**src/rtl/cfg_seq_pkg.sv**
```systemverilog
package cfg_seq_pkg;

  typedef enum logic [1:0] {
    SLOT_START = 2'd0,
    SLOT_DATA  = 2'd1,
    SLOT_ACK   = 2'd2,
    SLOT_STOP  = 2'd3
  } slot_kind_e;

  localparam int FRAME_SLOTS = 29;
  localparam int WORD_BITS   = 24;
  localparam int SLOT_W      = 5;

  // Slot 0 opens the frame, slot 28 closes it, and an acknowledge follows every 8 data slots.
  function automatic slot_kind_e kind_of(input logic [SLOT_W-1:0] slot);
    if (slot == 5'd0)                                 return SLOT_START;
    else if (slot == 5'(FRAME_SLOTS - 1))             return SLOT_STOP;
    else if (slot == 5'd9 || slot == 5'd18 || slot == 5'd27) return SLOT_ACK;
    else                                              return SLOT_DATA;
  endfunction

  // Configuration word for a given list index.
  function automatic logic [WORD_BITS-1:0] cfg_word(input logic [7:0] dev,
                                                    input logic [6:0] idx);
    logic [15:0] val;
    val = 16'(idx) * 16'd37 + 16'd5;
    return {dev, idx, val[8:0]};
  endfunction

endpackage

```
**src/rtl/cfg_bit_timer.sv**
```systemverilog
module cfg_bit_timer #(
  parameter int BIT_CLKS = 500,
  localparam int PW = $clog2(BIT_CLKS)
) (
  input  logic          clk,
  input  logic          rst_n,
  input  logic          run,
  output logic [PW-1:0] phase,
  output logic          bit_end
);
  localparam logic [PW-1:0] LAST_PH = PW'(BIT_CLKS - 1);

  assign bit_end = run && (phase == LAST_PH);

  always_ff @(posedge clk) begin
    if (!rst_n)        phase <= '0;
    else if (bit_end)  phase <= '0;
    else if (run)      phase <= phase + 1'b1;
  end
endmodule

```
**src/rtl/cfg_frame_seq.sv**
```systemverilog
module cfg_frame_seq
  import cfg_seq_pkg::*;
#(
  parameter int          WORDS    = 11,
  parameter logic [7:0]  DEV_ADDR = 8'h34,
  localparam int WW = (WORDS > 1) ? $clog2(WORDS) : 1
) (
  input  logic       clk,
  input  logic       rst_n,
  input  logic       bit_end,
  output slot_kind_e kind,
  output logic       data_bit,
  output logic       done
);
  localparam logic [SLOT_W-1:0] LAST_SLOT = SLOT_W'(FRAME_SLOTS - 1);
  localparam logic [WW-1:0]     LAST_WORD = WW'(WORDS - 1);

  logic [SLOT_W-1:0]    bit_left;
  logic [SLOT_W-1:0]    slot;
  logic [WW-1:0]        word_idx;
  logic [WORD_BITS-1:0] shreg;

  assign slot     = LAST_SLOT - bit_left;
  assign kind     = kind_of(slot);
  assign data_bit = shreg[WORD_BITS-1];

  always_ff @(posedge clk) begin
    if (!rst_n) begin
      bit_left <= LAST_SLOT;
      word_idx <= '0;
      shreg    <= cfg_word(DEV_ADDR, 7'd0);
      done     <= 1'b0;
    end else if (bit_end) begin
      if (bit_left == '0) begin
        bit_left <= LAST_SLOT;
        if (word_idx == LAST_WORD) begin
          done <= 1'b1;
        end else begin
          word_idx <= word_idx + 1'b1;
          shreg    <= cfg_word(DEV_ADDR, 7'(word_idx + 1'b1));
        end
      end else begin
        bit_left <= bit_left - 1'b1;
        if (kind == SLOT_DATA) shreg <= {shreg[WORD_BITS-2:0], 1'b0};
      end
    end
  end
endmodule

```
**src/rtl/cfg_line_drv.sv**
```systemverilog
module cfg_line_drv
  import cfg_seq_pkg::*;
#(
  parameter int BIT_CLKS = 500,
  localparam int PW = $clog2(BIT_CLKS)
) (
  input  logic [PW-1:0] phase,
  input  slot_kind_e    kind,
  input  logic          data_bit,
  input  logic          done,
  output logic          scl_o,
  output logic          sda_o,
  output logic          sda_oe
);
  localparam logic [PW-1:0] Q1 = PW'(BIT_CLKS / 4);
  localparam logic [PW-1:0] Q2 = PW'(BIT_CLKS / 2);
  localparam logic [PW-1:0] Q3 = PW'(3 * (BIT_CLKS / 4));

  logic mid_half, late_half;
  assign mid_half  = (phase >= Q1) && (phase < Q3);
  assign late_half = (phase >= Q2);

  always_comb begin
    scl_o  = 1'b1;
    sda_o  = 1'b1;
    sda_oe = 1'b1;
    if (!done) begin
      unique case (kind)
        SLOT_START: begin
          scl_o = (phase < Q3);
          sda_o = !late_half;
        end
        SLOT_STOP: begin
          scl_o = (phase >= Q1);
          sda_o = late_half;
        end
        SLOT_ACK: begin
          scl_o  = mid_half;
          sda_oe = 1'b0;
        end
        default: begin
          scl_o = mid_half;
          sda_o = data_bit;
        end
      endcase
    end
  end
endmodule

```
**src/rtl/codec_cfg_seq.sv**
```systemverilog
module codec_cfg_seq
  import cfg_seq_pkg::*;
#(
  parameter int         BIT_CLKS = 500,
  parameter int         WORDS    = 11,
  parameter logic [7:0] DEV_ADDR = 8'h34
) (
  input  logic clk,
  input  logic rst_n,
  output logic scl_o,
  output logic sda_o,
  output logic sda_oe,
  output logic done
);
  localparam int PW = $clog2(BIT_CLKS);

  logic [PW-1:0] phase;
  logic          bit_end;
  slot_kind_e    kind;
  logic          data_bit;

  cfg_bit_timer #(.BIT_CLKS(BIT_CLKS)) u_timer (
    .clk     (clk),
    .rst_n   (rst_n),
    .run     (!done),
    .phase   (phase),
    .bit_end (bit_end)
  );

  cfg_frame_seq #(.WORDS(WORDS), .DEV_ADDR(DEV_ADDR)) u_seq (
    .clk      (clk),
    .rst_n    (rst_n),
    .bit_end  (bit_end),
    .kind     (kind),
    .data_bit (data_bit),
    .done     (done)
  );

  cfg_line_drv #(.BIT_CLKS(BIT_CLKS)) u_drv (
    .phase    (phase),
    .kind     (kind),
    .data_bit (data_bit),
    .done     (done),
    .scl_o    (scl_o),
    .sda_o    (sda_o),
    .sda_oe   (sda_oe)
  );
endmodule

```
**config.mk**
```make
export PLATFORM = sky130hd
export DESIGN_NAME = codec_cfg_seq
export DESIGN_NICKNAME = d
export VERILOG_FILES = /design/src/rtl/cfg_seq_pkg.sv /design/src/rtl/cfg_bit_timer.sv /design/src/rtl/cfg_frame_seq.sv /design/src/rtl/cfg_line_drv.sv /design/src/rtl/codec_cfg_seq.sv
export SDC_FILE = /design/constraint.sdc
export NUM_CORES = 1
export LEC_CHECK = 0
export BUFFER_PORTS_ARGS = -buffer_cell sky130_fd_sc_hd__buf_2
export CELL_PAD_IN_SITES_DETAIL_PLACEMENT = 1
export CELL_PAD_IN_SITES_GLOBAL_PLACEMENT = 1
export CORE_AREA = 5 5 70 104
export CTS_BUF_LIST = sky130_fd_sc_hd__clkbuf_4 sky130_fd_sc_hd__clkbuf_8
export DETAILED_ROUTE_END_ITERATION = 6
export DIE_AREA = 0 0 75 109
export PLACE_DENSITY_LB_ADDON = 0.25
export SLEW_MARGIN = 20
export SYNTH_ARGS = -nofsm -noshare
export SYNTH_HDL_FRONTEND = slang
export SYNTH_SLANG_ARGS = --single-unit
export TNS_END_PERCENT = 5
```
**constraint.sdc**
```tcl
create_clock -name clk -period 3.2 [get_ports clk]
set_input_delay 0 -clock clk [delete_from_list [all_inputs] [get_ports clk]]
set_output_delay 0 -clock clk [all_outputs]
set_load 0.05 [all_outputs]
```
==> flow_summary.ini, run 1 <==
[run_status]
status = completed

[synthesis]
synth_ff_type = dfxtp_1
synth_xor_area_share_pct = 7.68
syn-cell-area_mm2 = 0.00274
synthSimpleGateAreaFrac_pct = 23.9
ys_seq_elements = 43
synth_compound_area_share_pct = 14.6
ys_warn_count = 0
async_flop_share_pct = 0
syn_avg_cell_area_um2 = 8.35
synth_nets = 357
synth_edf_count = 0
synth_top_family_by_area = simple AND/OR/NAND/NOR gates
ys_types = 50
synth.area.mux_share_pct = 3.29
synth.yosys.seq_area_share_pct = 31.4
syn_inst = 328
synth_fa_ha_area_share_pct = 12.9

[floorplanning]
die_w_um = 75
fp.dieArea_mm2 = 0.00818
coreArea_mm2 = 0.00635
ios = 6
row_count = 36
initial_utilization_pct = 43.1
die_h_um = 109

[power_and_ir_drop]
p_per_area_mw_per_mm2 = 340
totalPowerFinal_w = 0.00102
p_leak_nw = 1.22
vdd_drop_max_v = 0.000329

[setup_path]
cp_slowest_cell = nand2b_2
worstSetupStartpointType = flip-flop
critPathMaxFanout = 16
max_stage_delay_ns = 0.41
r2r-end = u_seq.shreg[9]
critPathKind = reg2reg
endpoint_kind = flip-flop
arrival_ns = 3.18
r2r-start = u_seq.bit_left[1]
critPathRequiredTime_ns = 3.41
reg2reg_slack_ns = 0.23
ff2ff_path_depth = 11
path_cells = inv_1 > ha_1 > nand3b_1 > xor2_2 > mux2i_2 > o211a_1 > ha_1 > mux2i_1 > nand2b_2 > o21ai_0 > and2_1
cp_common_cell = ha_1

[cells_and_area]
fin_cells = 407
diodes = 0
drive_gt1_share_pct = 11.5
final_nets = 359
regArea_um2 = 867
synthToLayoutAreaGrowth_pct = 9.14
multi_input_area_mm2 = 0.00175
fin_util_pct = 47.0
fill_cells = 760

[routing]
drtPass1Iterations = 4
drc = 0
drt.antenna.violating_nets = 0
route.final.wire_length_um = 5990
avgRoutedWirePerCell_um = 14.7
vias = 2200
post_drt_via_cell_ratio = 5.41
initialDrtViolationCount = 87

[worst_hold_path]
whs_path_depth = 2
hold_path_class = in2reg
min_from = rst_n
hold-path-endpoint = u_seq.shreg[2]

[timing]
relSlewSlack_pct = 62.0
fmax_mhz = 336
final.min_clock_period_ns = 2.97
fin_crit_sh_pct = 92.9
setup_viol = 0
hold_slack_ns = 0.142
worst_pin_slew_ns = 0.570
fin_skew_ns = 0.0121
setup_ws_ns = 0.227
slew_violations = 0
hold_viol_final = 0

[grt]
grtUsageMet2_pct = 28.6
gr-usage-met3_pct = 2.21
antenna_found_initial = 0
grt_max_degree = 38
first_global_vias = 2285
grt_overflow_total = 0
grt_use_met1_pct = 19.1
grt_pass1_wl_um = 10300
track_usage_pct = 15.8
busiest_layer = met2

[cts]
htree_levels = 2
cts_buffers = 5
clkSlewWorstSetupHoldPaths_ns = 0.09
clock_tree.root_cell = clkbuf_8
insertion_delay_ns = 0.30
cts_tree = built
cts.sinks = 43
clockBufferDepth = 2

[placed_design]
dp_cells = 398
numPortBuffers = 5
dp_slack_ns = 0.0945
gp_routability_congestion = 0.787
hpwl_um = 4270

[run]
maxCapViolCount = 0
-- repair_timing --
item / 4_1_cts / 5_1_grt
hold buffers: 0 / 0
gates resized for setup: 0 / 11
setup buffers: 0 / 0
setup endpoints to repair: 0 / 15
-- worst max path at each step --
stage                           start             end  slack [ns]
floorplan           u_seq.bit_left[0]           scl_o        0.06
global placement    u_seq.word_idx[0]  u_seq.shreg[7]        0.16
CTS                 u_seq.word_idx[0]  u_seq.shreg[7]        0.03
detailed placement  u_seq.word_idx[0]  u_seq.shreg[7]        0.09
finish              u_seq.bit_left[1]  u_seq.shreg[9]        0.23
global route        u_seq.word_idx[0]  u_seq.shreg[7]      -0.006
-- critical path: cells and delay by family (launching register included) --
family	cells	cell delay, ns
muxes	2	0.49
and+or+nand+nor	3	0.78
AOI/OAI and AO/OA	2	0.44
DFF	1	0.40
adders and majority gates	2	0.45
buffers and inverters	1	0.10
xor gates and xnor gates	1	0.21
-- through the flow --
stage	TNS (ns)	area, µm²
after floorplan	0	2740
after global placement	0	2830
after detailed placement	0	2830
after CTS	0	2940
after global routing	-0.00586	2990
final	0	2990
-- logic make-up after synthesis --
family          Yosys count
simple gates            127
compound gates           60
flops                    43
buf+inv                  37
fa+ha+maj                27
xor+xnor                 24
mux                       9
other cells               1
-- cell usage after synthesis, types with 2 or more instances --
| library cell | count | area share, % |
|---|---|---|
| a211oi_1 | 3 | 0.82 |
| nor3_1 | 9 | 1.6 |
| buf_6 | 2 | 0.82 |
| a21boi_0 | 7 | 1.9 |
| fa_1 | 2 | 1.5 |
| nand2_1 | 36 | 4.9 |
| nor2b_1 | 13 | 3.0 |
| o21ai_0 | 17 | 3.1 |
| inv_1 | 17 | 2.3 |
| dfxtp_1 | 43 | 31 |
| xor2_1 | 11 | 3.5 |
| nand3_1 | 10 | 1.8 |
| ha_1 | 25 | 11 |
| nand2b_1 | 4 | 0.91 |
| clkbuf_1 | 9 | 1.2 |
| mux2i_1 | 9 | 3.3 |
| o21a_1 | 3 | 0.82 |
| a21boi_1 | 2 | 0.55 |
| a21o_1 | 2 | 0.55 |
| nor2_1 | 29 | 4.0 |
| nand3b_1 | 3 | 0.82 |
| buf_2 | 8 | 1.5 |
| and2_1 | 7 | 1.6 |
| a21oi_1 | 9 | 1.6 |
| and3_1 | 5 | 1.1 |
| xnor2_1 | 13 | 4.2 |
| a31oi_1 | 5 | 1.1 |
| or3_1 | 3 | 0.69 |
-- flip-flops by register name, indices dropped and copies added (netlist names) --
| name | count |
|---|---|
| u_seq.done | 1 |
| u_seq.shreg | 24 |
| u_timer.phase | 9 |
| u_seq.bit_left | 5 |
| u_seq.word_idx | 4 |
-- report_power, final --
part / leakage [nW] / total [W] / internal, W / switching (W)
clock: 0.0587 / 0.000444 / 0.000237 / 0.000207
sequential: 0.349 / 0.000544 / 0.000537 / 0.00000663
combinational: 0.811 / 0.0000280 / 0.0000113 / 0.0000166
-- layout make-up --
type / instances / area share [%]
clock buffer: 5 / 2.30
timing repair buffer: 14 / 3.18
clock inverter: 3 / 1.59
multi-input combinational: 249 / 58.6
tap: 76 / 3.18
inverter: 17 / 2.14
sequential: 43 / 29.0
-- layer usage --
| metal | vias up | wire length (µm) |
|---|---|---|
| li1 | 1104 | - |
| met1 | 1082 | 2620 |
| met2 | 7 | 3220 |
| met3 | 7 | 71 |
| met4 | 0 | 74 |
| met5 | - | 0 |
-- cells in the final DEF (no fill, tap or decap), types with 13 or more instances in the layout --
cell	synthesis	layout
nor2b_1	13	13
inv_1	17	17
nor2_1	29	29
nand2_1	36	36
xnor2_1	13	13
o21ai_0	17	16
dfxtp_1	43	40
ha_1	25	24
Power figures use the tool's default switching activity.
==> run 2: changes to the inputs <==
--- a/config.mk
+++ b/config.mk
@@ -5,13 +5,16 @@
 export SDC_FILE = /design/constraint.sdc
 export NUM_CORES = 1
 export LEC_CHECK = 0
+export ABC_AREA = 1
+export ABC_CLOCK_PERIOD_IN_PS = 3200
 export BUFFER_PORTS_ARGS = -buffer_cell sky130_fd_sc_hd__buf_2
 export CELL_PAD_IN_SITES_DETAIL_PLACEMENT = 1
 export CELL_PAD_IN_SITES_GLOBAL_PLACEMENT = 1
-export CORE_AREA = 5 5 70 104
+export CORE_AREA = 5 5 72 107
 export CTS_BUF_LIST = sky130_fd_sc_hd__clkbuf_4 sky130_fd_sc_hd__clkbuf_8
+export CTS_CLUSTER_SIZE = 24
 export DETAILED_ROUTE_END_ITERATION = 6
-export DIE_AREA = 0 0 75 109
+export DIE_AREA = 0 0 77 112
 export PLACE_DENSITY_LB_ADDON = 0.25
 export SLEW_MARGIN = 20
 export SYNTH_ARGS = -nofsm -noshare
==> run 2 against run 1 <==
Net effect: combinational power grew 20%; flip-flop and latch count is the same; die area grew 5.5%; critical path depth grew 5; total power shrank 6.7%; core utilization shrank 2.6 points; synthesized cell count grew 18%; wire length grew 12%; clock power shrank 17%; highest routed layer unchanged.
==> flow_summary.ini, run 2 <==
[placed_design]
dp_slack_ns = 0.196
gp_routability_congestion = 0.803
hpwl_um = 5300
numPortBuffers = 5

[grt]
grt_pass1_wl_um = 11800
grt_overflow_total = 0
first_global_vias = 2592
track_usage_pct = 16.4
antenna_found_initial = 0
grt_max_degree = 28

[power_and_ir_drop]
p_sw_w = 0.000243
clkPwrFrac_pct = 39.0
p_per_area_mw_per_mm2 = 318
power_frac_comb_pct = 3.6
p_leak_nw = 1.28
vdd_drop_max_v = 0.000365
sw_frac_of_total_pct = 25.6
p_int_w = 0.000704
p_seq_share_pct = 57.4

[setup_path]
critPathRequiredTime_ns = 3.37
arrival_ns = 3.03
critPathMaxFanout = 9
r2r-end = u_seq.shreg[8]
setup.worst_path.end = u_seq.shreg[8]
r2r-start = u_seq.word_idx[0]
ff2ff_path_depth = 16
worstSetupStartpointType = flip-flop
reg2reg_slack_ns = 0.33
endpoint_kind = flip-flop
crit_path_start = u_seq.word_idx[0]
critPathKind = reg2reg

[run_status]
status = completed

[timing]
slew_violations = 0
hold_viol_final = 0
fin_skew_ns = 0.00717
worst_pin_slew_ns = 0.580
fin_crit_sh_pct = 89.6
rsz0062_at_grt = no
fmax_mhz = 349
relSlewSlack_pct = 61.3
setup_ws_ns = 0.334
setup_viol = 0
fin_tns_setup_ns = 0
final.min_clock_period_ns = 2.87

[routing]
drtPass1Iterations = 4
vias = 2506
drt.antenna.violating_nets = 0
route.final.wire_length_um = 6690
post_drt_via_cell_ratio = 5.31
avgRoutedWirePerCell_um = 14.2
initialDrtViolationCount = 62
drc = 0

[cells_and_area]
regMostFlops = u_seq.shreg
diodes = 0
largest_reg_flops = 24
drive_gt1_share_pct = 9.90
reg.largest.list = u_seq.shreg: 24 flops, u_timer.phase: 9 flops, u_seq.bit_left: 5 flops
synthToLayoutAreaGrowth_pct = 6.86
final_cell_mix = 81 x nand2_1, 53 x inv_1, 41 x dfxtp_1
fill_cells = 894
final_common_cell = nand2_1
final_nets = 422

[synthesis]
synth.largest_area_cell = dfxtp_1
syn_avg_cell_area_um2 = 7.19
synth_edf_count = 0
synth_nets = 417
ys_warn_count = 0
syn_inst = 388
synth_top_area_share_pct = 30.9
synthTopCellsByCount = 81 x nand2_1, 53 x inv_1, 43 x dfxtp_1
async_flop_share_pct = 0
syn-cell-area_mm2 = 0.00279
synthTopCellsByArea = dfxtp_1 31%, ha_1 11%, nand2_1 11%
synth.yosys.seq_area_share_pct = 30.9
ys_types = 42
synth_most_common_cell = nand2_1
synth_ff_type = dfxtp_1
ys_seq_elements = 43

[cts]
cts_buffers = 5
clkSlewWorstSetupHoldPaths_ns = 0.10
clock_tree.root_cell = clkbuf_8
cts.sinks = 43
insertion_delay_ns = 0.31
cts.hold.buffers_added = 0
clockBufferDepth = 2
cts_tree = built
htree_levels = 2

[floorplanning]
row_count = 37
coreArea_mm2 = 0.00671
fp.dieArea_mm2 = 0.00862
die_w_um = 77
die_h_um = 112
initial_utilization_pct = 41.5
ios = 6

[worst_hold_path]
hold_path_class = in2reg

[run]
maxCapViolCount = 0
==> run 2: cell types whose count changed after synthesis, moves of 6 or more <==
| cell | delta |
|---|---|
| a21boi_0 | -7 |
| a21oi_1 | +24 |
| and2_1 | -7 |
| clkbuf_1 | -7 |
| inv_1 | +36 |
| mux2i_1 | -8 |
| nand2_1 | +45 |
| nand3_1 | +22 |
| nand4_1 | +6 |
| nor2b_1 | -13 |
| nor3_1 | -7 |
| xnor2_1 | -11 |
| xor2_1 | -6 |
==> run 2: worst min-delay path by stage <==
stage                      end   from  slack [ns]  cells past startpoint
6_report       u_seq.shreg[18]  rst_n        0.03                      2
5_1_grt        u_seq.shreg[21]  rst_n        0.04                      2
4_1_cts        u_seq.shreg[21]  rst_n        0.03                      2
3_5_place_dp   u_seq.shreg[21]  rst_n        0.36                      2
3_3_place_gp   u_seq.shreg[20]  rst_n        0.35                      2
2_1_floorplan  u_seq.shreg[10]  rst_n        0.14                      2
==> run 2: cells by family (layout without fill, tap and decap cells) <==
| kind of cell | count (synthesis) | count (layout) | share of synthesized area [%] |
|---|---|---|---|
| AND/OR/NAND/NOR | 173 | 173 | 29.6 |
| flip-flops | 43 | 43 | 30.9 |
| AO/OA/AOI/OAI | 71 | 71 | 14.6 |
| buffers and inverters | 65 | 71 | 9.56 |
| XOR/XNOR | 7 | 7 | 2.20 |
| adder cells (fa/ha/maj) | 27 | 27 | 12.7 |
| multiplexers | 1 | 1 | 0.359 |
| other | 1 | 1 | 0.134 |
==> run 2: per-stage QoR <==
| stage | utilization (%) | cell area (µm²) | hold WS, ns | power, W | std cells |
|---|---|---|---|---|---|
| 4_1_cts | 44.0 | 2960 | 0.0331 | 0.000956 | 471 |
| 6_report | 44.4 | 2980 | 0.0297 | 0.000947 | 472 |
| 2_1_floorplan | - | 2790 | 0.138 | 0.000580 | 388 |
| 3_3_place_gp | 42.6 | 2860 | 0.349 | 0.000590 | 463 |
| 5_1_grt | 44.4 | 2980 | 0.0446 | 0.000986 | 472 |
| 3_5_place_dp | 42.6 | 2860 | 0.355 | 0.000591 | 463 |
==> run 2: final cells by class <==
cell class              count  area [µm²]  area share, %
flip-flops and latches     43         863           29.0
clock buffers               5        68.8           2.31
repair buffers              7        52.6           1.76
clock inverters             3        23.8          0.798
inverters                  56         210           7.05
multi-input cells         280        1660           55.8
well taps                  78        97.6           3.27
==> run 2: worst max-delay path, cell delays in order (launching register included) <==
cell     delay, ns
dfxtp_2       0.43
inv_1         0.11
ha_1          0.34
inv_1         0.10
ha_1          0.28
inv_1         0.05
fa_1          0.53
inv_1         0.06
ha_1          0.21
nand3_1       0.08
nand3_1       0.11
nand2_1       0.10
nand2_1       0.05
nand3_1       0.06
nand3_1       0.07
nand2_1       0.07
a21oi_1       0.06
==> run 2: power groups by stage <==
stage	Combinational, W	Clock, W	Sequential, W
2_1_floorplan	0.0000264	0	0.000553
3_5_place_dp	0.0000346	0	0.000556
3_3_place_gp	0.0000338	0	0.000556
6_report	0.0000337	0.000370	0.000544
4_1_cts	0.0000347	0.000378	0.000544
5_1_grt	0.0000391	0.000402	0.000545
==> run 2: repair_timing <==
item	in CTS	in global routing
gates resized for setup	0	3
buffers inserted	0	1
setup endpoints to repair	0	17
==> run 2: per-layer routing <==
metal	track usage, %	part of all wire (%)
met3	2.02	1.6
met5	0	0
met1	17.4	40
met2	32.5	57
met4	4.70	1.6
